**config.mk**
```make
export PLATFORM = sky130hd
export DESIGN_NAME = strobe_bus_master
export DESIGN_NICKNAME = d
export VERILOG_FILES = /design/src/rtl/strobe_bus_master.sv
export SDC_FILE = /design/constraint.sdc
export NUM_CORES = 1
export LEC_CHECK = 0
export BUFFER_PORTS_ARGS = -buffer_cell sky130_fd_sc_hd__buf_4
export CELL_PAD_IN_SITES_DETAIL_PLACEMENT = 0
export CELL_PAD_IN_SITES_GLOBAL_PLACEMENT = 1
export CORE_AREA = 3 3 94 96
export DETAILED_ROUTE_END_ITERATION = 12
export DIE_AREA = 0 0 97 99
export HOLD_SLACK_MARGIN = 0.02
export PLACE_DENSITY_LB_ADDON = 0.1
export SKIP_LAST_GASP = 1
export SYNTH_ARGS = -nofsm -noshare
export SYNTH_HDL_FRONTEND = slang
export SYNTH_SLANG_ARGS = --single-unit
export TNS_END_PERCENT = 100
```
**constraint.sdc**
```tcl
create_clock -name clk -period 1.7 [get_ports clk]
set_input_delay 0.085 -clock clk [delete_from_list [all_inputs] [get_ports clk]]
set_output_delay 0.085 -clock clk [all_outputs]
set_load 0.005 [all_outputs]
```
**src/rtl/strobe_bus_master.sv**
```systemverilog
module strobe_bus_master #(
  parameter int AW      = 24,
  parameter int DW      = 16,
  parameter int AS_HC   = 5,
  parameter int WAIT_HC = 2,
  parameter int DS_HC   = 3
) (
  input  logic          clk,
  input  logic          rst_n,
  input  logic          req_valid,
  input  logic          req_read,
  input  logic          req_word,
  input  logic [31:0]   req_addr,
  input  logic [DW-1:0] req_wdata,
  input  logic [2:0]    req_fc,
  output logic          req_ready,
  output logic          rsp_done,
  output logic [DW-1:0] rsp_rdata,
  output logic [AW-2:0] bus_addr,
  output logic          as_n,
  output logic          uds_n,
  output logic          lds_n,
  output logic          bus_rw,
  output logic [2:0]    bus_fc,
  output logic [DW-1:0] data_out,
  output logic          data_oe,
  input  logic [DW-1:0] data_in,
  input  logic          dtack_n
);
  localparam int MAXL = (AS_HC > DS_HC) ? ((AS_HC > WAIT_HC) ? AS_HC : WAIT_HC)
                                        : ((DS_HC > WAIT_HC) ? DS_HC : WAIT_HC);
  localparam int CW = $clog2(MAXL + 1);
  localparam logic [CW-1:0] AS_LAST = CW'(AS_HC - 1);
  localparam logic [CW-1:0] WT_LAST = CW'(WAIT_HC - 1);
  localparam logic [CW-1:0] DS_LAST = CW'(DS_HC - 1);

  typedef enum logic [2:0] {S_IDLE, S_ADDR, S_WAIT, S_DATA, S_DONE} st_t;

  st_t st;
  logic [CW-1:0] cnt;
  logic up_q, lo_q;
  logic unused_bits;

  assign unused_bits = ^{req_addr[31:AW], req_addr[0]};

  assign req_ready = (st == S_IDLE);
  assign rsp_done  = (st == S_DONE);
  assign as_n      = !(st == S_ADDR || st == S_WAIT || st == S_DATA);
  assign uds_n     = !(st == S_DATA && up_q);
  assign lds_n     = !(st == S_DATA && lo_q);
  assign data_oe   = (st == S_DATA) && !bus_rw;

  always_ff @(posedge clk or negedge rst_n) begin
    if (!rst_n) begin
      st        <= S_IDLE;
      cnt       <= '0;
      up_q      <= 1'b0;
      lo_q      <= 1'b0;
      bus_addr  <= '0;
      bus_fc    <= '0;
      bus_rw    <= 1'b1;
      data_out  <= '0;
      rsp_rdata <= '0;
    end else begin
      cnt <= cnt + 1'b1;
      case (st)
        S_IDLE: if (req_valid) begin
          st       <= S_ADDR;
          cnt      <= '0;
          bus_addr <= req_addr[AW-1:1];
          bus_fc   <= req_fc;
          bus_rw   <= req_read;
          data_out <= req_wdata;
          up_q     <= req_word || !req_addr[0];
          lo_q     <= req_word ||  req_addr[0];
        end
        S_ADDR: if (cnt == AS_LAST) begin
          st  <= dtack_n ? S_WAIT : S_DATA;
          cnt <= '0;
        end
        S_WAIT: if (cnt == WT_LAST) begin
          st  <= dtack_n ? S_WAIT : S_DATA;
          cnt <= '0;
        end
        S_DATA: if (cnt == DS_LAST) begin
          st <= S_DONE;
          if (bus_rw) rsp_rdata <= data_in;
        end
        default: st <= S_IDLE;
      endcase
    end
  end

  // a data strobe is only ever asserted inside an address-strobed access
  p_ds_inside_as_r4: assert property (@(posedge clk) disable iff (!rst_n)
    !(uds_n && lds_n) |-> !as_n);

  // completion only once every strobe has released
  p_done_idle_bus_r10: assert property (@(posedge clk) disable iff (!rst_n)
    rsp_done |-> (as_n && uds_n && lds_n && !data_oe));

  // done lasts one clock
  p_done_single_r10: assert property (@(posedge clk) disable iff (!rst_n)
    rsp_done |=> !rsp_done);

  // address, function code and direction hold while strobed
  p_addr_stable_r11: assert property (@(posedge clk) disable iff (!rst_n)
    (!as_n && $past(!as_n)) |-> ($stable(bus_addr) && $stable(bus_fc) && $stable(bus_rw)));

  // bus driven only for writes inside the data phase
  p_oe_write_only_r9: assert property (@(posedge clk) disable iff (!rst_n)
    data_oe |-> (!bus_rw && !(uds_n && lds_n)));

  // the data phase opens only after an acknowledge was sampled
  p_ds_after_ack_r3: assert property (@(posedge clk) disable iff (!rst_n)
    $fell(uds_n && lds_n) |-> $past(!dtack_n));

  // no acceptance while busy
  p_ready_idle_r11: assert property (@(posedge clk) disable iff (!rst_n)
    !as_n |-> !req_ready);
endmodule

```
==> impl_metrics.ini, run 1 <==
[final_layout]
final.fill_count = 674
seq_area_sq_um = 1678
mostFrequentLayoutCells = sky130_fd_sc_hd__buf_4, sky130_fd_sc_hd__dfrtp_1, sky130_fd_sc_hd__dlygate4sd3_1
finalCoreUtilization_pct = 58.05
num-nets-final = 463
diodes = 0
most_common_library_cell_in_the_layout_ignoring_fill_and_taps = sky130_fd_sc_hd__buf_4
flow.area_growth_from_synthesis_pct = 68.56
drive_gt1_share_pct = 54.50
multi_input_area_sq_um = 1030

[drt]
drtIter0Drc = 36
drtAntennaViolNets = 0
number_of_design_rule_violations_left_after_detail_routing = 0
routedWlPerCell_microns = 14.22
wirelength_microns = 7023
vias_per_cell = 4.389
num_vias = 2168
drt-pass1-iter-count = 4

[placed_design]
dpl.hpwl_microns = 4774
gp_congestion = 0.7762
io_buffer_count = 129

[pwr]
ir_worst_vdd_v = 0.0006245
power.static_leakage_nw = 2.267
power.density_cell_area_nw_per_um2 = 1548
p_total_mw = 7.309

[logic_synthesis]
seq_area_frac_synth_pct = 59.89
post_synth_instance_area_sq_um = 2801
synth.yosys.warnings = 0
synth_nets = 262
synth.lib_cells_used.distinct = 33
netlist_instances = 185
synth_area_per_cell_sq_um = 15.14
synth_seq_cells = 67
synth_top_cells_by_area = sky130_fd_sc_hd__dfrtp_1, sky130_fd_sc_hd__mux2_2, sky130_fd_sc_hd__mux2_4
synth_top_area_cell = sky130_fd_sc_hd__dfrtp_1
netlist.area_leader.share_pct = 58.95

[sta]
worst-slew-pin-transition_ns = 0.4344
worst_slew_margin_rel_pct = 71.04
fmax_achieved_mhz = 644.3
layout_min_cycle_time_ns = 1.552
fin_worst_hold_slack_ns = 0.07846
rsz0062_at_grt = false
report.final.setup_viol = 0
final_min_period_over_clock_period_pct = 91.30
timing_max_transition_violations_final = 0
setup-tns-final_ns = 0
finalHoldViolations = 0
worst_clock_skew_ns = 0.01008

[floorplan]
dieArea_sq_um = 9603
die_w_microns = 97
core_region_area_sq_um = 8134
floorplan.rows = 33
io-pin-count = 138
initial_utilization_pct = 34.44
die_height_microns = 99

[critical_path]
max_stage_delay_ns = 0.42
start_kind = flop
crit_chain = nor4b_4 > buf_12 > mux2_2
worstPathRequired_ns = 1.91
worstPathArrival_ns = 1.77
crit_path_top_delay_cell = sky130_fd_sc_hd__dfrtp_1
critical_path_peak_fanout = 37
worst_setup_path_end_kind = flop
critPathKind = reg -> reg

[cts]
clock_h_tree_levels = 3
cts_inserted_buffers = 9
clockRootBuffer = sky130_fd_sc_hd__clkbuf_8
tritoncts = yes
clock_path_buffers = 2
clk-insertion-delay-late_ns = 0.33
post_cts_resized = 0
cts.reportedPaths.clkPinSlew_ns = 0.06
clock_sink_count = 67

[global_routing]
grt_max_degree = 38
grt_pass1_wl_microns = 11410
total_congestion_overflow = 0
grt_use_total_pct = 14.89
grt_antenna_before_repair = 0
grt_pass1_vias = 2339

[job]
maxCapViolCount = 0

[outcome]
outcome = finished, final reports clean

[min_path]
min_path_type = in -> reg
cells by family after synthesis:
family	count (synthesis)	synth area share, %
multiplexers	60	25.46
buffers and inverters	16	3.662
adder cells (fa/ha/maj)	4	1.787
flip-flops	67	59.89
AO/OA/AOI/OAI	14	3.395
AND/OR/NAND/NOR	23	5.493
XOR/XNOR	1	0.3127
cells in the mapped netlist:
| cell | count |
|---|---|
| sky130_fd_sc_hd__xnor2_1 | 1 |
| sky130_fd_sc_hd__a31oi_1 | 2 |
| sky130_fd_sc_hd__dfstp_2 | 1 |
| sky130_fd_sc_hd__nand4b_4 | 1 |
| sky130_fd_sc_hd__nand2_1 | 3 |
| sky130_fd_sc_hd__mux2_1 | 4 |
| sky130_fd_sc_hd__clkbuf_1 | 3 |
| sky130_fd_sc_hd__o21bai_1 | 1 |
| sky130_fd_sc_hd__a211o_1 | 1 |
| sky130_fd_sc_hd__nor4b_2 | 1 |
| sky130_fd_sc_hd__buf_2 | 1 |
| sky130_fd_sc_hd__buf_4 | 1 |
| sky130_fd_sc_hd__nand3b_1 | 3 |
| sky130_fd_sc_hd__mux2_4 | 10 |
| sky130_fd_sc_hd__a22oi_1 | 1 |
| sky130_fd_sc_hd__nand2b_1 | 1 |
| sky130_fd_sc_hd__a221o_1 | 1 |
| sky130_fd_sc_hd__nor2_1 | 8 |
| sky130_fd_sc_hd__mux2_2 | 46 |
| sky130_fd_sc_hd__nor2b_1 | 1 |
| sky130_fd_sc_hd__inv_1 | 6 |
| sky130_fd_sc_hd__buf_6 | 5 |
| sky130_fd_sc_hd__a21oi_1 | 4 |
| sky130_fd_sc_hd__a21o_1 | 1 |
| sky130_fd_sc_hd__o21ai_0 | 1 |
| sky130_fd_sc_hd__and3b_2 | 1 |
| sky130_fd_sc_hd__a221oi_1 | 1 |
| sky130_fd_sc_hd__nor3_1 | 1 |
| sky130_fd_sc_hd__ha_1 | 4 |
| sky130_fd_sc_hd__nor4b_1 | 1 |
| sky130_fd_sc_hd__dfrtp_1 | 66 |
| sky130_fd_sc_hd__nor3b_1 | 2 |
| sky130_fd_sc_hd__o211ai_1 | 1 |
sequential cells by signal, summed over array words and instances, names as in the netlist:
register   cells
lo_q           1
up_q           1
data_out      16
rsp_rdata     16
cnt            3
bus_rw         1
bus_addr      23
bus_fc         3
st             3
final cells by class:
cell class,instances,share of cell area (%)
flip-flops and latches,67,35.53
multi-input cells,102,21.81
clock buffers,11,3.206
inverters,6,0.4769
clock inverters,3,0.3180
repair buffers,200,35.88
well taps,105,2.782
final timing paths:
path                       cells after the start                     from  slack [ns]                       end
setup / recovery                               3        st[2]$_DFFE_PN0P_        0.15  bus_addr[20]$_DFFE_PN0P_
hold / removal                                 3                  dtack_n        0.08         st[0]$_DFFE_PN0P_
setup reg to reg                               3        st[2]$_DFFE_PN0P_        0.15  bus_addr[20]$_DFFE_PN0P_
hold reg to reg                                1  data_out[1]$_DFFE_PN0P_        0.49   data_out[1]$_DFFE_PN0P_
max in group asynchronous                      3                    rst_n        0.90        bus_rw$_DFFE_PN1P_
min in group asynchronous                      2                    rst_n        0.23   data_out[3]$_DFFE_PN0P_
stage by stage:
stage          std cells  cell area [sq um]  setup slack [ns]
2_1_floorplan        185               2801            0.1385
5_1_grt              494               4722           0.06438
6_report             494               4722            0.1479
3_3_place_gp         418               3935            0.1356
4_1_cts              494               4722            0.1311
3_5_place_dp         418               3935            0.1380
critical path, delay by kind of cell, from the launching register on:
kind                   cells  cell delay [ns]
flip-flops                 1             0.42
AND/OR/NAND/NOR            1             0.37
multiplexers               1             0.36
buffers and inverters      1             0.26
power by group:
part           total [mW]  switching [mW]  leakage, nW  internal, mW
Sequential           2.87           0.454        0.789          2.41
Clock                1.14           0.555       0.0908         0.585
Combinational        3.30            1.16         1.39          2.15
Total                7.31            2.17         2.27          5.14
timing repair:
| action | CTS | global route |
|---|---|---|
| hold buffers | 62 | 0 |
| buffers inserted | 0 | 0 |
| hold endpoints to repair | 90 | 0 |
metal layers:
layer | part of all wire (%) | vias to the layer above | global-route usage (%) | routed length, microns
li1 | - | 1049 | - | -
met1 | 40 | 1055 | 17.37 | 2837
met2 | 54 | 59 | 26.49 | 3781
met3 | 5.1 | 5 | 4.600 | 355
met4 | 0.71 | 0 | 4.212 | 50
met5 | 0 | - | 0 | 0
Power figures use the tool's default switching activity.
==> run 2: changes to the inputs <==
Settings changed: RECOVER_POWER from default to 50.
==> run 2 against run 1 <==
  * Utilization down 0.54 points
  * Clock skew about the same
  * First-iteration DRC count down 17%
  * Fmax up 0.14%
  * Routed wire length about the same
  * Global-route usage unchanged
  * Sequential share of layout area up 0.33 points
  * Sequential power about the same
  * Critical path type unchanged
==> impl_metrics.ini, run 2 (synthesized netlist as in run 1, its figures left out) <==
[sta]
rsz0062_at_grt = false
final_min_period_over_clock_period_pct = 91.17
worst_slew_margin_rel_pct = 46.73
worst-slew-pin-transition_ns = 0.7990
finalHoldViolations = 0
report.final.setup_viol = 0
setup-tns-final_ns = 0
timing_max_transition_violations_final = 0
fmax_achieved_mhz = 645.2
worst_clock_skew_ns = 0.009849
fin_worst_hold_slack_ns = 0.07824
layout_min_cycle_time_ns = 1.550

[floorplan]
core_region_area_sq_um = 8134
die_w_microns = 97
die_height_microns = 99
initial_utilization_pct = 34.44
dieArea_sq_um = 9603
io-pin-count = 138
floorplan.rows = 33

[pwr]
p_total_mw = 7.221
ir_worst_vdd_v = 0.0006238
power.static_leakage_nw = 2.229
power.density_cell_area_nw_per_um2 = 1543

[job]
maxCapViolCount = 0

[final_layout]
flow.area_growth_from_synthesis_pct = 66.99
most_common_library_cell_in_the_layout_ignoring_fill_and_taps = sky130_fd_sc_hd__buf_4
diodes = 0
stdcell_area_sq_um = 4678
mostFrequentLayoutCells = sky130_fd_sc_hd__buf_4, sky130_fd_sc_hd__dfrtp_1, sky130_fd_sc_hd__dlygate4sd3_1
drive_gt1_share_pct = 52.70
largest_register_ffs = 23
reg.largest.list = bus_addr (23), data_out (16), rsp_rdata (16)
registers.top_by_ff_count = bus_addr
finalCoreUtilization_pct = 57.51
num-nets-final = 463

[cts]
clock_path_buffers = 2
clockRootBuffer = sky130_fd_sc_hd__clkbuf_8
clock_sink_count = 67
tritoncts = yes
clock_h_tree_levels = 3
clk-insertion-delay-late_ns = 0.33
cts_setup_buffers = 0
post_cts_resized = 0
cts_inserted_buffers = 9
cts.reportedPaths.clkPinSlew_ns = 0.06

[drt]
drtIter0Drc = 30
drtAntennaViolNets = 0
vias_per_cell = 4.379
wirelength_microns = 7028
drt-pass1-iter-count = 4
routedWlPerCell_microns = 14.23
number_of_design_rule_violations_left_after_detail_routing = 0
num_vias = 2163

[min_path]
min_path_type = in -> reg
min_path_cells = 3
hp-start = dtack_n

[global_routing]
grt_max_degree = 38
grt_antenna_before_repair = 0
grt_use_total_pct = 14.89
grt_pass1_vias = 2339
total_congestion_overflow = 0
grt_pass1_wl_microns = 11410

[outcome]
outcome = finished, final reports clean

[critical_path]
timing.rr.start = st[2]$_DFFE_PN0P_
critical_path_peak_fanout = 37
r2r_setup_slack_ns = 0.15
worstPathArrival_ns = 1.76
timing_startpoint_of_the_critical_path = st[2]$_DFFE_PN0P_
worstPathRequired_ns = 1.91
worst_setup_path_end_kind = flop
timing.reg2reg.worst_path_depth = 3
critPathKind = reg -> reg
start_kind = flop

[placed_design]
dpl-instance-area_sq_um = 3935
io_buffer_count = 129
gp_congestion = 0.7762
dpl.hpwl_microns = 4774
run 2: through the flow:
stage          std cells  setup slack [ns]
6_report             494            0.1501
5_1_grt              494           0.06438
4_1_cts              494            0.1311
3_5_place_dp         418            0.1380
3_3_place_gp         418            0.1356
2_1_floorplan        185            0.1385
run 2: where the power goes:
| part | internal [mW] | switching [mW] |
|---|---|---|
| Clock | 0.585 | 0.556 |
| Sequential | 2.41 | 0.447 |
| Combinational | 2.06 | 1.16 |
run 2: path summary, 6_finish.rpt:
check                                      endpoint
max                        bus_addr[20]$_DFFE_PN0P_
min                               st[0]$_DFFE_PN0P_
max reg2reg                bus_addr[20]$_DFFE_PN0P_
min reg2reg                 data_out[1]$_DFFE_PN0P_
max in group asynchronous  rsp_rdata[3]$_DFFE_PN0P_
min in group asynchronous   data_out[3]$_DFFE_PN0P_
run 2: worst max-delay path: stages (launching register included):
cell and delay [ns]:
sky130_fd_sc_hd__dfrtp_1 0.42, sky130_fd_sc_hd__nor4b_4 0.37, sky130_fd_sc_hd__buf_12 0.26, sky130_fd_sc_hd__mux2_2 0.36
run 2: per-layer routing:
layer | vias up | global-route usage [%] | part of all wire [%]
met5 | - | 0 | 0
met4 | 0 | 4.212 | 0.71
met3 | 5 | 4.600 | 5.1
met2 | 59 | 26.49 | 54
met1 | 1054 | 17.37 | 41
li1 | 1045 | - | -
run 2: layout make-up:
type | instances | area, sq um
clock buffer | 11 | 151.4
clock inverter | 3 | 15.01
fill | 682 | 3456
inverter | 6 | 22.52
multi-input combinational | 102 | 1030
sequential | 67 | 1678
tap | 105 | 131.4
timing repair buffer | 200 | 1650
run 2: what timing repair did:
| item | CTS | global route |
|---|---|---|
| endpoints found under the hold margin | 90 | 0 |
| hold buffers | 62 | 0 |
| setup endpoints to repair | 0 | 0 |
==> run 3: changes to the inputs <==
Settings changed: CAP_MARGIN from default to 30, GPL_TIMING_DRIVEN from default to 0.
==> run 3 against run 2 <==
  * Highest routed layer unchanged
  * Routed wire length hardly changed
  * Via count up 2.2%
  * Sequential share of layout area down 0.53 points
  * Critical endpoint is now bus_addr[10]$_DFFE_PN0P_
==> impl_metrics.ini, run 3 (synthesized netlist as in run 1, its figures left out) <==
[cts]
tritoncts = yes
cts.reportedPaths.clkPinSlew_ns = 0.08
clock_sink_count = 67
cts_inserted_buffers = 9
clockRootBuffer = sky130_fd_sc_hd__clkbuf_8
clock_h_tree_levels = 3
clock_path_buffers = 2
clk-insertion-delay-late_ns = 0.34

[critical_path]
path_buf_inv = 3
crit_path_top_delay_cell = sky130_fd_sc_hd__dfrtp_1
start_kind = flop
timing_startpoint_of_the_critical_path = st[2]$_DFFE_PN0P_
critPathKind = reg -> reg
timing.reg2reg.worst_path_depth = 5
timing.rr.start = st[2]$_DFFE_PN0P_
crit_chain = buf_6 > nor4b_4 > buf_6 > buf_6 > mux2_2
r2r_setup_slack_ns = 0.09
worst_setup_path_end_kind = flop
worstPathRequired_ns = 1.92
critPathTopFamily = buffers and inverters
crit_top_cell = sky130_fd_sc_hd__buf_6
reg2reg_to = bus_addr[10]$_DFFE_PN0P_
max_stage_delay_ns = 0.38
critical_path_peak_fanout = 10
worstPathArrival_ns = 1.83

[pwr]
power.share.combinational_pct = 42.9
power.share.clock_pct = 18.8
part_of_the_power_in_registers_pct = 38.3
power.density_cell_area_nw_per_um2 = 1563
internal_power_mw = 5.187
power.share.switching_pct = 30.10
power.static_leakage_nw = 2.236
switching_power_summed_over_all_nets_mw = 2.233
p_total_mw = 7.420
ir_worst_vdd_v = 0.0006931

[drt]
drt-pass1-iter-count = 4
number_of_design_rule_violations_left_after_detail_routing = 0
routedWlPerCell_microns = 13.99
vias_per_cell = 4.402
num_vias = 2210
wirelength_microns = 7023
drtIter0Drc = 18
drtAntennaViolNets = 0

[final_layout]
diodes = 0
largest_register_ffs = 23
flow.area_growth_from_synthesis_pct = 69.50
filler_free_cell_count_of_the_finished_design = 502
most_common_library_cell_in_the_layout_ignoring_fill_and_taps = sky130_fd_sc_hd__buf_4
mostFrequentLayoutCells = sky130_fd_sc_hd__buf_4, sky130_fd_sc_hd__dfrtp_1, sky130_fd_sc_hd__dlygate4sd3_1
registers.top_by_ff_count = bus_addr
num-nets-final = 469
drive_gt1_share_pct = 52.39
reg.largest.list = bus_addr (23), data_out (16), rsp_rdata (16)

[floorplan]
dieArea_sq_um = 9603
floorplan.rows = 33
die_height_microns = 99
io-pin-count = 138
core_region_area_sq_um = 8134
die_w_microns = 97
initial_utilization_pct = 34.44

[sta]
finalHoldViolations = 0
worst-slew-pin-transition_ns = 0.8966
rsz0062_at_grt = false
final_min_period_over_clock_period_pct = 94.85
fmax_achieved_mhz = 620.1
worst_slew_margin_rel_pct = 40.23
fin_worst_hold_slack_ns = 0.06109
layout_min_cycle_time_ns = 1.613
timing_max_transition_violations_final = 0
worst_clock_skew_ns = 0.009075
report.final.setup_viol = 0
final_critical_path_setup_slack_ns = 0.08747

[outcome]
outcome = finished, final reports clean

[global_routing]
grt_pass1_vias = 2324
grt_antenna_before_repair = 0
grt_use_total_pct = 15.33
grt_max_degree = 68
grt_pass1_wl_microns = 11700
total_congestion_overflow = 0

[placed_design]
pre_cts_ws_ns = -0.04947
place.detailed.instances = 419
gp_congestion = 0.7376
io_buffer_count = 129
dpl.hpwl_microns = 4723

[min_path]
min_path_cells = 3
min_path_type = in -> reg
hp-start = dtack_n
min_to = st[0]$_DFFE_PN0P_

[job]
maxCapViolCount = 0
run 3: worst max path at each step:
stage	endpoint	slack, ns	cells past startpoint
after CTS	data_oe	0.007	4
after global placement	bus_addr[5]$_DFFE_PN0P_	-0.04	5
after floorplan	bus_addr[10]$_DFFE_PN0P_	0.14	5
after global routing	bus_addr[22]$_DFFE_PN0P_	0.004	5
after detailed placement	bus_addr[13]$_DFFE_PN0P_	-0.05	5
final	bus_addr[10]$_DFFE_PN0P_	0.09	5
run 3: worst register-to-register path: stages, from the launching register on:
cell	delay (ns)
sky130_fd_sc_hd__dfrtp_1	0.38
sky130_fd_sc_hd__buf_6	0.14
sky130_fd_sc_hd__nor4b_4	0.31
sky130_fd_sc_hd__buf_6	0.17
sky130_fd_sc_hd__buf_6	0.15
sky130_fd_sc_hd__mux2_2	0.34
run 3: per-stage QoR:
stage | util (%) | cell area, sq um | TNS (ns)
4_1_cts | 58.59 | 4766 | 0
6_report | 58.38 | 4748 | 0
3_3_place_gp | 47.96 | 3901 | -0.9086
5_1_grt | 58.38 | 4748 | 0
3_5_place_dp | 47.96 | 3901 | -0.9201
2_1_floorplan | - | 2801 | 0
run 3: per-layer routing:
metal	share of wire [%]	vias to the layer above	track usage [%]
li1	-	1065	-
met4	1.6	0	6.263
met2	53	57	26.80
met1	41	1077	17.94
met3	4.4	11	3.963
met5	0	-	0
run 3: final cells by class:
| cell class | instances | area [sq um] |
|---|---|---|
| plain buffers | 10 | 90.09 |
| clock buffers | 11 | 151.4 |
| clock inverters | 5 | 61.31 |
| fillers | 674 | 3386 |
| inverters | 6 | 22.52 |
| multi-input cells | 102 | 1032 |
| flip-flops and latches | 67 | 1678 |
| well taps | 105 | 131.4 |
| repair buffers | 196 | 1582 |
run 3: power by group through the flow:
stage | Combinational, mW | Sequential [mW] | Clock [mW]
final | 3.19 | 2.84 | 1.39
after global routing | 3.49 | 2.96 | 1.51
after CTS | 3.39 | 2.87 | 1.43
after detailed placement | 3.23 | 2.89 | 0
after global placement | 3.20 | 2.86 | 0
after floorplan | 1.50 | 2.91 | 0
run 3: repair_timing:
item,in CTS,in global routing
pin swaps,0,1
setup buffers,3,2
gates resized for setup,1,7
hold buffers,62,0
setup endpoints to repair,26,26
endpoints found under the hold margin,126,0
